**src/rtl/boot_overlay_cs.sv**
```systemverilog
module boot_overlay_cs #(
  parameter int ADDR_W = 16,
  parameter int DATA_W = 8,
  parameter logic [ADDR_W-1:0] CLR_PORT = 'h00F0,
  parameter logic [ADDR_W-1:0] CLR_MASK = 'h00FF,
  parameter logic [DATA_W-1:0] CLR_KEY  = 'hA5
) (
  input  logic              clk,
  input  logic              por_n,
  input  logic              rst_n,
  input  logic              mreq_n,
  input  logic              iorq_n,
  input  logic              rd_n,
  input  logic              wr_n,
  input  logic [ADDR_W-1:0] addr,
  input  logic [DATA_W-1:0] io_data,
  output logic              rom_cs_n,
  output logic              ram_cs_n,
  output logic              run_mode,
  output logic              warm_boot,
  output logic              hard_reset_req
);

  logic ovl, warm, pend, hard, rst_q;

  wire mem     = ~mreq_n;
  wire hi_read = mem & ~rd_n & addr[ADDR_W-1];
  wire go_run  = rst_n & hi_read & ~ovl;
  wire entry   = ~rst_n & rst_q;
  wire port_ok = ((addr ^ CLR_PORT) & CLR_MASK) == '0;
  wire io_clr  = ~iorq_n & ~wr_n & port_ok & (io_data == CLR_KEY);

  assign rom_cs_n       = ~(mem & ~ovl & wr_n);
  assign ram_cs_n       = ~(mem & (ovl | ~wr_n));
  assign run_mode       = ovl;
  assign warm_boot      = warm;
  assign hard_reset_req = hard;

  always_ff @(posedge clk or negedge por_n) begin
    if (!por_n) begin
      ovl   <= 1'b0;
      warm  <= 1'b0;
      pend  <= 1'b1;
      hard  <= 1'b0;
      rst_q <= 1'b0;
    end else begin
      rst_q <= rst_n;
      if (!rst_n)       ovl <= 1'b0;
      else if (hi_read) ovl <= 1'b1;
      if (io_clr)       warm <= 1'b0;
      else if (go_run)  warm <= 1'b1;
      if (entry) begin
        pend <= 1'b1;
        hard <= pend;
      end else if (go_run) begin
        pend <= 1'b0;
      end
    end
  end

endmodule

```
**config.mk**
```make
export PLATFORM = sky130hd
export DESIGN_NAME = boot_overlay_cs
export DESIGN_NICKNAME = d
export VERILOG_FILES = /design/src/rtl/boot_overlay_cs.sv
export SDC_FILE = /design/constraint.sdc
export NUM_CORES = 1
export LEC_CHECK = 0
export BUFFER_PORTS_ARGS = -buffer_cell sky130_fd_sc_hd__buf_2
export CELL_PAD_IN_SITES_DETAIL_PLACEMENT = 1
export CELL_PAD_IN_SITES_GLOBAL_PLACEMENT = 1
export CORE_UTILIZATION = 19
export CTS_CLUSTER_SIZE = 30
export DETAILED_ROUTE_END_ITERATION = 10
export GPL_TIMING_DRIVEN = 0
export PLACE_DENSITY = 0.8
export SYNTH_ARGS = -nofsm -noshare
export SYNTH_HDL_FRONTEND = slang
export SYNTH_SLANG_ARGS = --single-unit
export TNS_END_PERCENT = 30
```
**constraint.sdc**
```tcl
create_clock -name clk -period 1.6 [get_ports clk]
set_input_delay 0.48 -clock clk [delete_from_list [all_inputs] [get_ports clk]]
set_output_delay 0.48 -clock clk [all_outputs]
set_load 0.03 [all_outputs]
```
# [Word level (Yosys, flattened, before mapping)]
# Index checks and enable logic that the tools add are counted.
[totals] register_bits=5 wordCells=37
[op_classes] eq_ne=2 n_mux=6 bitwise_logic=21 n_reduce_logical=3
[op_table] operator="zero test 16 bit" n=1
[op_table] operator="AND 1 bit" n=11
[op_table] operator="== test 8 bit, second input constant" n=1
[op_table] operator="inverter 1 bit" n=8
[op_table] operator="2-to-1 mux 1 bit" n=6
[op_table] operator="inverter 4 bit" n=1
[op_table] operator="nonzero test 2 bit" n=2
[op_table] operator="inequality test 2 x 1 -> 1 bit, second input constant" n=1
[op_table] operator="bitwise OR 1 bit" n=1

# [Depth between registers and ports, before layout]
# Gate-level depths: netlist of the first run.
[depth] word_depth=7 depth_mapped=3 mapped_depth_nobuf=3

# [Worst setup path before layout of the first run]
# OpenSTA, ideal clock, no wires.
[synth_path] path_kind="register to output" from="reg ovl, in the netlist run_mode" to="out rom_cs_n" arrival_ns=0.893 setup_slack_ns=0.227 path_stages_with_launch=3 path_cell_list="dfrtp_1 > inv_1 > nand3b_1"
[synth_via] elab_chain_len=4
[synth_lines] item="start, declared" line="24" source="logic ovl, warm, pend, hard, rst_q;"
[synth_lines] item="start signal, assigned" line="41" source="ovl <= 1'b0;"
[synth_lines] item="start signal, assigned" line="48" source="if (!rst_n) ovl <= 1'b0;"
[synth_lines] item="start signal, assigned" line="49" source="else if (hi_read) ovl <= 1'b1;"
[synth_lines] item="inverter 1 bit" line="33" source="assign rom_cs_n = ~(mem & ~ovl & wr_n);"
[synth_lines] item="AND 1 bit (2 in series)" line="33"
[synth_lines] item="inverter 1 bit" line="33"
[synth_lines] item="end, declared" line="17" source="output logic rom_cs_n,"
# Every way passes these cells.

# [Final worst setup path of the first run]
[layout_path] from="reg ovl, in the netlist run_mode" to="out ram_cs_n"
[layout_via] elab_chain_len=3
[layout_lines] item="bitwise OR 1 bit" line="34" source="assign ram_cs_n = ~(mem & (ovl | ~wr_n));"
[layout_lines] item="AND 1 bit" line="34"
[layout_lines] item="inverter 1 bit" line="34"
[layout_lines] item="end, declared" line="18" source="output logic ram_cs_n,"
# Every way passes these cells.

==> results of run 1 <==
[Yosys cell counts]
cell and number:
nand4b_1 1, nand3b_1 1, dfstp_2 1, nor4bb_1 1, mux2_2 1, nand3_1 1
a21o_1 1, or4b_4 1, or4bb_1 1, inv_1 3, nor2_1 3, nor3_2 1
nor3b_2 1, nand2_1 1, dfrtp_1 4, a22o_1 1, a32oi_1 1
[power breakdown]
part	internal, mW	switching [mW]
clock network	0.0948	0.0594
logic	0.0380	0.0394
registers	0.137	0.00449
[layout make-up]
class                      count  area, um^2
fill                         171       848.3
timing repair buffer          28       140.1
multi-input combinational     16       130.1
inverter                       3       11.26
sequential                     5       126.4
tap                           15       18.77
clock buffer                   4       26.28
[sequential cells by signal, indices dropped and copies added, names as in the netlist]
name            cells
rst_q               1
pend                1
warm_boot           1
hard_reset_req      1
run_mode            1
[worst max-delay path by stage]
stage / start / depth (start not counted) / end
floorplan: run_mode / 2 / rom_cs_n
global placement: addr[1] / 4 / warm_boot
detailed placement: addr[1] / 4 / warm_boot
CTS: run_mode / 3 / ram_cs_n
global route: run_mode / 3 / ram_cs_n
finish: run_mode / 3 / ram_cs_n
[per-layer routing]
layer  track usage, %  part of all wire [%]
met5                0                     0
met4            10.34                   2.1
met3            5.682                   9.1
met2            25.82                    53
met1            14.43                    36
[per-stage QoR]
step | total power [mW] | cell area (um^2)
4_1_cts | 0.3817 | 452.9
5_1_grt | 0.3928 | 452.9
2_1_floorplan | 0.1790 | 267.8
6_report | 0.3736 | 452.9
3_5_place_dp | 0.2225 | 426.7
3_3_place_gp | 0.2185 | 426.7
[critical path: stages (launching register included)]
cell	delay [ps]
dfrtp_1	390
inv_1	100
a21o_1	110
buf_2	180
[cells by family after synthesis]
group | count (synthesis)
buf+inv | 3
mux | 1
flops | 5
compound gates | 3
simple gates | 12
==> impl_results.md, run 1 <==
- Total negative slack: 0 ps
- DP Cell Count: 67
- Die H: ~40 um
- Die footprint: about 1600 um^2
- Worst Tran Pin Value: roughly 270 ps
- Adder-Cell Fraction of Synth Area: 0%
- Initial core utilization: between 20 and 25%
- Ports: 36
- Tightest Hold Check Type: in2async
- Peak supply drop: roughly 0.23 mV
- Synth Warn #: 0
- Synth Area in XOR/XNOR: 0%
- Simple-gate area share of the yosys netlist: about a third
- Starting DRC count in detailed routing: 3
- Post-synthesis compound-gate area fraction: a little under a tenth
- Setup skew after layout: about 2.6 ps
- Nets: a little under 90
- Crit Path Max Fanout: 3
- Fin util: 34.81%
- Core Area: 1301 um^2
- Clock root buffer: clkbuf_4
- Reg2reg setup slack: 720 ps
- Pre-antenna DRT Iters: 2
- Final WL: around 870 um
- # hold bufs at CTS: 0
- Initial antenna violation count: 0
- Period utilization: 93.91%
- First-pass GRT wire length: ~1400 um
- Largest family of logic cells by synthesized area: simple AND/OR/NAND/NOR gates
- Largest net degree at the start of global routing: 6
- Clk_lat worst skew: roughly 250 ps
- Input/output buffers: 28
- Fmax: about 670 MHz
- Mapped cell area: 267.8 um^2
- CTS tree: yes
- Reg-to-Reg Start: rst_q
- Pwr Density: just over 800 nW/um^2
- Largest cells by area after synthesis: dfrtp_1 (37%), dfstp_2 (9.8%), or4b_4 (5.1%)
- Die X: about 40 um
- Total CTS buffers: 3
- Postcts setup bufs: 0
- Run status: completed
- Post-Syn Area per Cell: roughly 11 um^2
- Synth unique cells: 17
- Via count: around 300
- Synth top area share: 37.38%
- R2R cell count: 2
- Rel. slew slack: 81.55%
- Worst path required time: roughly 1100 ps
- Area Overhead vs Synth: 69.16%
- Clock Pin Slew Worst Setup and Hold Paths: around 50 ps
- Worst Path Arrival: 1020 ps
- Sequential share of the synthesized area: between 40% and 50%
- Post-synthesis mux area share: approximately 4.2%
- Leak: 0.2325 nW
- Routed length per placed instance: between 10 and 15 um
- Layout cells sized above 1: 64.29%
- Hold_ws: slightly below 40 ps
- Final ANT Viol Nets: 0
- Startpoint types: flip-flop
- GP Congestion: around 0.6
- Crit path capture type: primary output
- Post-CTS sizing: 0
- Total global routing overflow: 0
- Reg2reg end: hard_reset_req
- FF+latch count, synth: 5
- Max-Cap Viols: 0
- Via density: around 4.2
- CTS Sinks: 5
- Setup-failing EPs final: 0
- Number of global-route vias before repair: between 300 and 400
- Post-Place Setup Slack: 87.68 ps
- Mapped Cells: 24
- Finished Layout Cells: 71
- Commonest non-fill, non-tap cells in the layout: buf_2 (28), dfrtp_1 (4), inv_1 (3), nor2_1 (3), clkbuf_4 (3)
- Most common cell after layout, fill and taps aside: buf_2
- Fin. Hold Viols: 0
- Antenna diodes: 0
- Clk buf depth: 2
- Fin crit period: about 1500 ps
- GRT Total Usage: 14.99%
- Unrepaired setup endpoints after global routing: false
- DRC: 0
- Final WS setup: 97.44 ps
- Rows: 13
- H-tree depth: 1
- Slew Viols, Final: 0
- WS Path Type: reg2out
- Largest area contributor in the netlist: dfrtp_1
- Syn_nets: 55
No activity file was read; power rests on OpenSTA's default activity.
==> run 2: changes to the inputs <==
--- a/config.mk
+++ b/config.mk
@@ -12,7 +12,7 @@
 export CTS_CLUSTER_SIZE = 30
 export DETAILED_ROUTE_END_ITERATION = 10
 export GPL_TIMING_DRIVEN = 0
-export PLACE_DENSITY = 0.8
+export PLACE_DENSITY = 0.83
 export SYNTH_ARGS = -nofsm -noshare
 export SYNTH_HDL_FRONTEND = slang
 export SYNTH_SLANG_ARGS = --single-unit
==> run 2 against run 1 <==
Sequential cell count did not move. Critical path depth did not move. Core utilization unchanged. Routed wire length is 11% lower. Sequential power hardly changed. Critical path type unchanged. Critical endpoint unchanged.
==> impl_results.md, run 2 (same netlist as run 1, synthesis figures left out) <==
- Largest net degree at the start of global routing: 6 (unchanged)
- Initial antenna violation count: 0 (unchanged)
- Worst Tran Pin Value: 264.6 ps (was 273.0 ps)
- Fin. Hold Viols: 0 (unchanged)
- CTS Sinks: 5 (unchanged)
- Clock Pin Slew Worst Setup and Hold Paths: 50 ps (about the same)
- Setup-failing EPs final: 0 (unchanged)
- GRT Total Usage: 12.16% (was 14.99%)
- Delay of the slowest critical-path stage: 390 ps (about the same)
- Layout cells sized above 1: 64.29% (unchanged)
- Period utilization: 94.05% (was 93.91%)
- Total CTS buffers: 3 (unchanged)
- Run status: completed (unchanged)
- Setup skew after layout: 3.901 ps (was 2.550 ps)
- Sequential cell area: 126.4 um^2 (unchanged)
- Via count: 308 (was 301)
- Finished Layout Cells: 71 (unchanged)
- Most common cell after layout, fill and taps aside: buf_2 (unchanged)
- Fmax: 664.6 MHz (was 665.5 MHz)
- Total global routing overflow: 0 (unchanged)
- Via density: 4.338 (was 4.239)
- WS Path Type: reg2out (unchanged)
- Commonest non-fill, non-tap cells in the layout: buf_2 (28), dfrtp_1 (4), inv_1 (3), nor2_1 (3), clkbuf_4 (3) (unchanged)
- Tightest Hold Check Type: in2async (unchanged)
- Pre-antenna DRT Iters: 1 (was 2)
- R2R cell count: 2 (unchanged)
- Die X: 39.54 um (unchanged)
- Design Power: 365.2 uW (was 373.6 uW)
- Rel. slew slack: 82.12% (was 81.55%)
- First-pass GRT wire length: 1255 um (was 1449 um)
- Input/output buffers: 28 (unchanged)
- Leak: 0.2325 nW (unchanged)
- Nets: 88 (unchanged)
- Peak supply drop: 0.2420 mV (was 0.2312 mV)
- Antenna diodes: 0 (unchanged)
- Pwr Density: 806.4 nW/um^2 (was 824.8 nW/um^2)
- Slew Viols, Final: 0 (unchanged)
- Total negative slack: 0 ps (unchanged)
- Crit-path cells: inv_1, a21o_1, buf_2 (unchanged)
- Area of the multi-input gates: 130.1 um^2 (unchanged)
- Crit-path slowest cell: dfrtp_1 (unchanged)
- Crit path capture type: primary output (unchanged)
- Crit Path Max Fanout: 3 (unchanged)
- Startpoint types: flip-flop (unchanged)
- DRC: 0 (unchanged)
- H-tree depth: 1 (unchanged)
- Worst Path Arrival: 1020 ps (about the same)
- Post-CTS sizing: 0 (unchanged)
- GP Congestion: 0.6366 (was 0.6177)
- Clock root buffer: clkbuf_4 (unchanged)
- Initial core utilization: 20.58% (unchanged)
- Ports: 36 (unchanged)
- Max-Cap Viols: 0 (unchanged)
- Die H: 39.54 um (unchanged)
- Starting DRC count in detailed routing: 0 (was 3)
- Postcts setup bufs: 0 (unchanged)
- CTS tree: yes (unchanged)
- Clk_lat worst skew: 240 ps (was 250 ps)
- Die footprint: 1563 um^2 (unchanged)
- Core Area: 1301 um^2 (unchanged)
- Fin crit period: 1505 ps (was 1503 ps)
- Worst path required time: 1120 ps (about the same)
- Final ANT Viol Nets: 0 (unchanged)
- Fillers: 175 (was 171)
- Unrepaired setup endpoints after global routing: false (unchanged)
- Routed length per placed instance: 10.94 um (was 12.28 um)
- Final WL: 777 um (was 872 um)
- Clk buf depth: 2 (unchanged)
- DP Cell Count: 67 (unchanged)
- Area Overhead vs Synth: 69.16% (unchanged)
- Rows: 13 (unchanged)
- # hold bufs at CTS: 0 (unchanged)
- Number of global-route vias before repair: 350 (was 334)
==> run 2: critical path: cells and delay by family, from the launching register on <==
| kind | cells | cell delay (ps) |
|---|---|---|
| DFF | 1 | 390 |
| buffers and inverters | 2 | 280 |
| AOI/OAI and AO/OA | 1 | 110 |
==> run 2: metrics by stage <==
stage               instance area [um^2]  setup slack (ps)  utilization (%)  hold slack, ps
floorplan                          267.8             227.4                -           184.4
global placement                   426.7             124.6            32.79           296.2
detailed placement                 426.7             86.57            32.79           302.2
CTS                                452.9             77.62            34.81           44.30
global route                       452.9             31.73            34.81           42.91
finish                             452.9             95.25            34.81           47.24
==> run 2: cell type report <==
type / instances / share of cell area [%]
well taps: 15 / 4.144
flip-flops and latches: 5 / 27.90
repair buffers: 28 / 30.94
multi-input cells: 16 / 28.73
inverters: 3 / 2.486
clock buffers: 4 / 5.801
==> run 2: routing by layer <==
layer	vias to the layer above	wire length, um	global-route usage (%)
met3	0	75	3.409
met5	-	0	0
met2	13	413	22.54
li1	153	-	-
met1	142	288	12.37
met4	0	0	5.172
==> run 2: final timing paths <==
| check | from | endpoint | slack (ps) |
|---|---|---|---|
| setup / recovery | run_mode | ram_cs_n | 100 |
| max in group asynchronous | por_n | pend | 1340 |
| hold / removal | por_n | warm_boot | 50 |
| setup reg to reg | rst_q | hard_reset_req | 710 |
| min in group clk | rst_n | rst_q | 370 |
| hold reg to reg | hard_reset_req | hard_reset_req | 500 |
==> run 2: where the power goes <==
group,internal [mW],leakage [nW],switching (mW),total [mW]
Sequential,0.137,0.0542,0.00458,0.142
Clock,0.0944,0.0150,0.0526,0.147
Combinational,0.0380,0.163,0.0383,0.0762
Total,0.270,0.233,0.0954,0.365
==> run 3: changes to the inputs <==
--- a/config.mk
+++ b/config.mk
@@ -9,6 +9,7 @@
 export CELL_PAD_IN_SITES_DETAIL_PLACEMENT = 1
 export CELL_PAD_IN_SITES_GLOBAL_PLACEMENT = 1
 export CORE_UTILIZATION = 19
+export CTS_BUF_LIST = sky130_fd_sc_hd__clkbuf_4 sky130_fd_sc_hd__clkbuf_8 sky130_fd_sc_hd__clkbuf_16
 export CTS_CLUSTER_SIZE = 30
 export DETAILED_ROUTE_END_ITERATION = 10
 export GPL_TIMING_DRIVEN = 0
==> run 3 against run 2 <==
Die area did not move. Clock power is 10% higher. Critical path depth is the same. Highest routed layer unchanged.
==> impl_results.md, run 3 (same netlist as run 1, synthesis figures left out) <==
- Run status: completed (unchanged)
- Worst path required time: 1120 ps (about the same)
- Initial core utilization: 20.58% (unchanged)
- Clk buf depth: 2 (unchanged)
- Total negative slack: 0 ps (unchanged)
- Total CTS buffers: 3 (unchanged)
- Die footprint: 1563 um^2 (unchanged)
- Die H: 39.54 um (unchanged)
- Crit Path Max Fanout: 3 (unchanged)
- Peak supply drop: 0.2038 mV (was 0.2420 mV)
- Area Overhead vs Synth: 70.56% (was 69.16%)
- Reg2reg setup slack: 710 ps (about the same)
- Slew Viols, Final: 0 (unchanged)
- # hold bufs at CTS: 0 (unchanged)
- Unrepaired setup endpoints after global routing: false (unchanged)
- Fmax: 665.8 MHz (was 664.6 MHz)
- CTS Sinks: 5 (unchanged)
- Sequential fraction of design power: 37.4% (was 38.9%)
- Post-CTS sizing: 0 (unchanged)
- Routed length per placed instance: 10.87 um (was 10.94 um)
- Int Pwr: 286.6 uW (was 269.8 uW)
- Final WL: 772 um (was 777 um)
- Starting DRC count in detailed routing: 0 (unchanged)
- Delay of the slowest critical-path stage: 390 ps (about the same)
- Ports: 36 (unchanged)
- DRC: 0 (unchanged)
- Most common cell after layout, fill and taps aside: buf_2 (unchanged)
- Fin crit period: 1502 ps (was 1505 ps)
- Crit-path slowest cell: dfrtp_1 (unchanged)
- Worst Tran Pin Value: 264.7 ps (was 264.6 ps)
- Antenna diodes: 0 (unchanged)
- Total global routing overflow: 0 (unchanged)
- Commonest non-fill, non-tap cells in the layout: buf_2 (28), clkbuf_4 (4), dfrtp_1 (4), inv_1 (3), nor2_1 (3) (was buf_2 (28), dfrtp_1 (4), inv_1 (3), nor2_1 (3), clkbuf_4 (3))
- GRT Max-Usage Layer: met2 (unchanged)
- Pre-antenna DRT Iters: 1 (unchanged)
- CTS tree: yes (unchanged)
- GRT Total Usage: 12.16% (unchanged)
- Input/output buffers: 28 (unchanged)
- Clk pwr share: 42.6% (was 40.2%)
- First-pass GRT wire length: 1255 um (unchanged)
- Crit path capture type: primary output (unchanged)
- CP bufs+invs: 2 (unchanged)
- Clock root buffer: clkbuf_4 (unchanged)
- Layout cells sized above 1: 66.07% (was 64.29%)
- Max-Cap Viols: 0 (unchanged)
- GP Congestion: 0.6366 (unchanged)
- Postcts setup bufs: 0 (unchanged)
- Period utilization: 93.88% (was 94.05%)
- Fin. Hold Viols: 0 (unchanged)
- Nets: 88 (unchanged)
- Sequential cell area: 126.4 um^2 (unchanged)
- Critical path's top delay family: flip-flops (unchanged)
- Psw: 93.43 uW (was 95.44 uW)
- Clk_lat worst skew: 240 ps (about the same)
- Pwr Density: 832.1 nW/um^2 (was 806.4 nW/um^2)
- Die X: 39.54 um (unchanged)
- Tightest Hold Check Type: in2async (unchanged)
- Rows: 13 (unchanged)
- Initial antenna violation count: 0 (unchanged)
- WS Path Type: reg2out (unchanged)
- Setup skew after layout: 4.658 ps (was 3.901 ps)
- Core Area: 1301 um^2 (unchanged)
- Number of global-route vias before repair: 350 (unchanged)
- Met2 Usage GRT: 22.54% (unchanged)
- Switch share: 24.59% (was 26.13%)
- Setup-failing EPs final: 0 (unchanged)
- Crit-path cells: inv_1, a21o_1, buf_2 (unchanged)
- Worst Path Arrival: 1020 ps (about the same)
- Startpoint types: flip-flop (unchanged)
- Rel. slew slack: 82.11% (was 82.12%)
- Clock Pin Slew Worst Setup and Hold Paths: 50 ps (about the same)
- Area of the multi-input gates: 130.1 um^2 (unchanged)
- Fillers: 173 (was 175)
- Combinational share of power: 20.1% (was 20.9%)
- Largest net degree at the start of global routing: 6 (unchanged)
- Leak: 0.2359 nW (was 0.2325 nW)
- Via density: 4.310 (was 4.338)
- Via count: 306 (was 308)
- H-tree depth: 1 (unchanged)
- Fin util: 35.10% (was 34.81%)
- Grt met1 use: 12.37% (unchanged)
- Grt met3 use: 3.409% (unchanged)
- Final ANT Viol Nets: 0 (unchanged)
run 3: cell counts in the layout (fill, tap and decap cells not counted):
Identical to the previous run, type by type.
run 3: final timing paths:
kind,start,end,cells after the start
min reg2reg,hard_reset_req,hard_reset_req,1
max reg2reg,rst_q,hard_reset_req,2
min,por_n,warm_boot,1
max,run_mode,ram_cs_n,3
max in group asynchronous,por_n,pend,1
min in group clk,rst_n,rst_q,1
run 3: layout make-up:
cell class | instances | area share (%)
Timing Repair Buffer | 28 | 30.68
Multi-Input combinational cell | 16 | 28.49
Sequential cell | 5 | 27.67
Clock buffer | 4 | 6.575
Tap cell | 15 | 4.110
Inverter | 3 | 2.466
run 3: power by group through the flow:
stage                     Clock, mW  Combinational [mW]  Sequential, mW
final                         0.162              0.0762           0.142
after global routing          0.174              0.0838           0.143
after CTS                     0.166              0.0774           0.142
after detailed placement          0              0.0771           0.144
after global placement            0              0.0748           0.144
after floorplan                   0              0.0252           0.154
run 3: per-layer routing:
metal | share of wire, % | up-vias
li1 | - | 153
met1 | 37 | 140
met2 | 53 | 13
met3 | 9.7 | 0
met4 | 0 | 0
met5 | 0 | -
run 3: per-stage QoR:
stage                     instance area (um^2)  setup WS [ps]  hold WS (ps)  total power [mW]  cells
after floorplan                          267.8          227.4         184.4            0.1790     24
after global placement                   426.7          124.6         296.2            0.2183     67
after detailed placement                 426.7          86.57         302.2            0.2215     67
after CTS                                456.7          82.48         49.14            0.3856     71
after global routing                     456.7          32.89         44.06            0.4009     71
final                                    456.7          97.96         48.85            0.3800     71
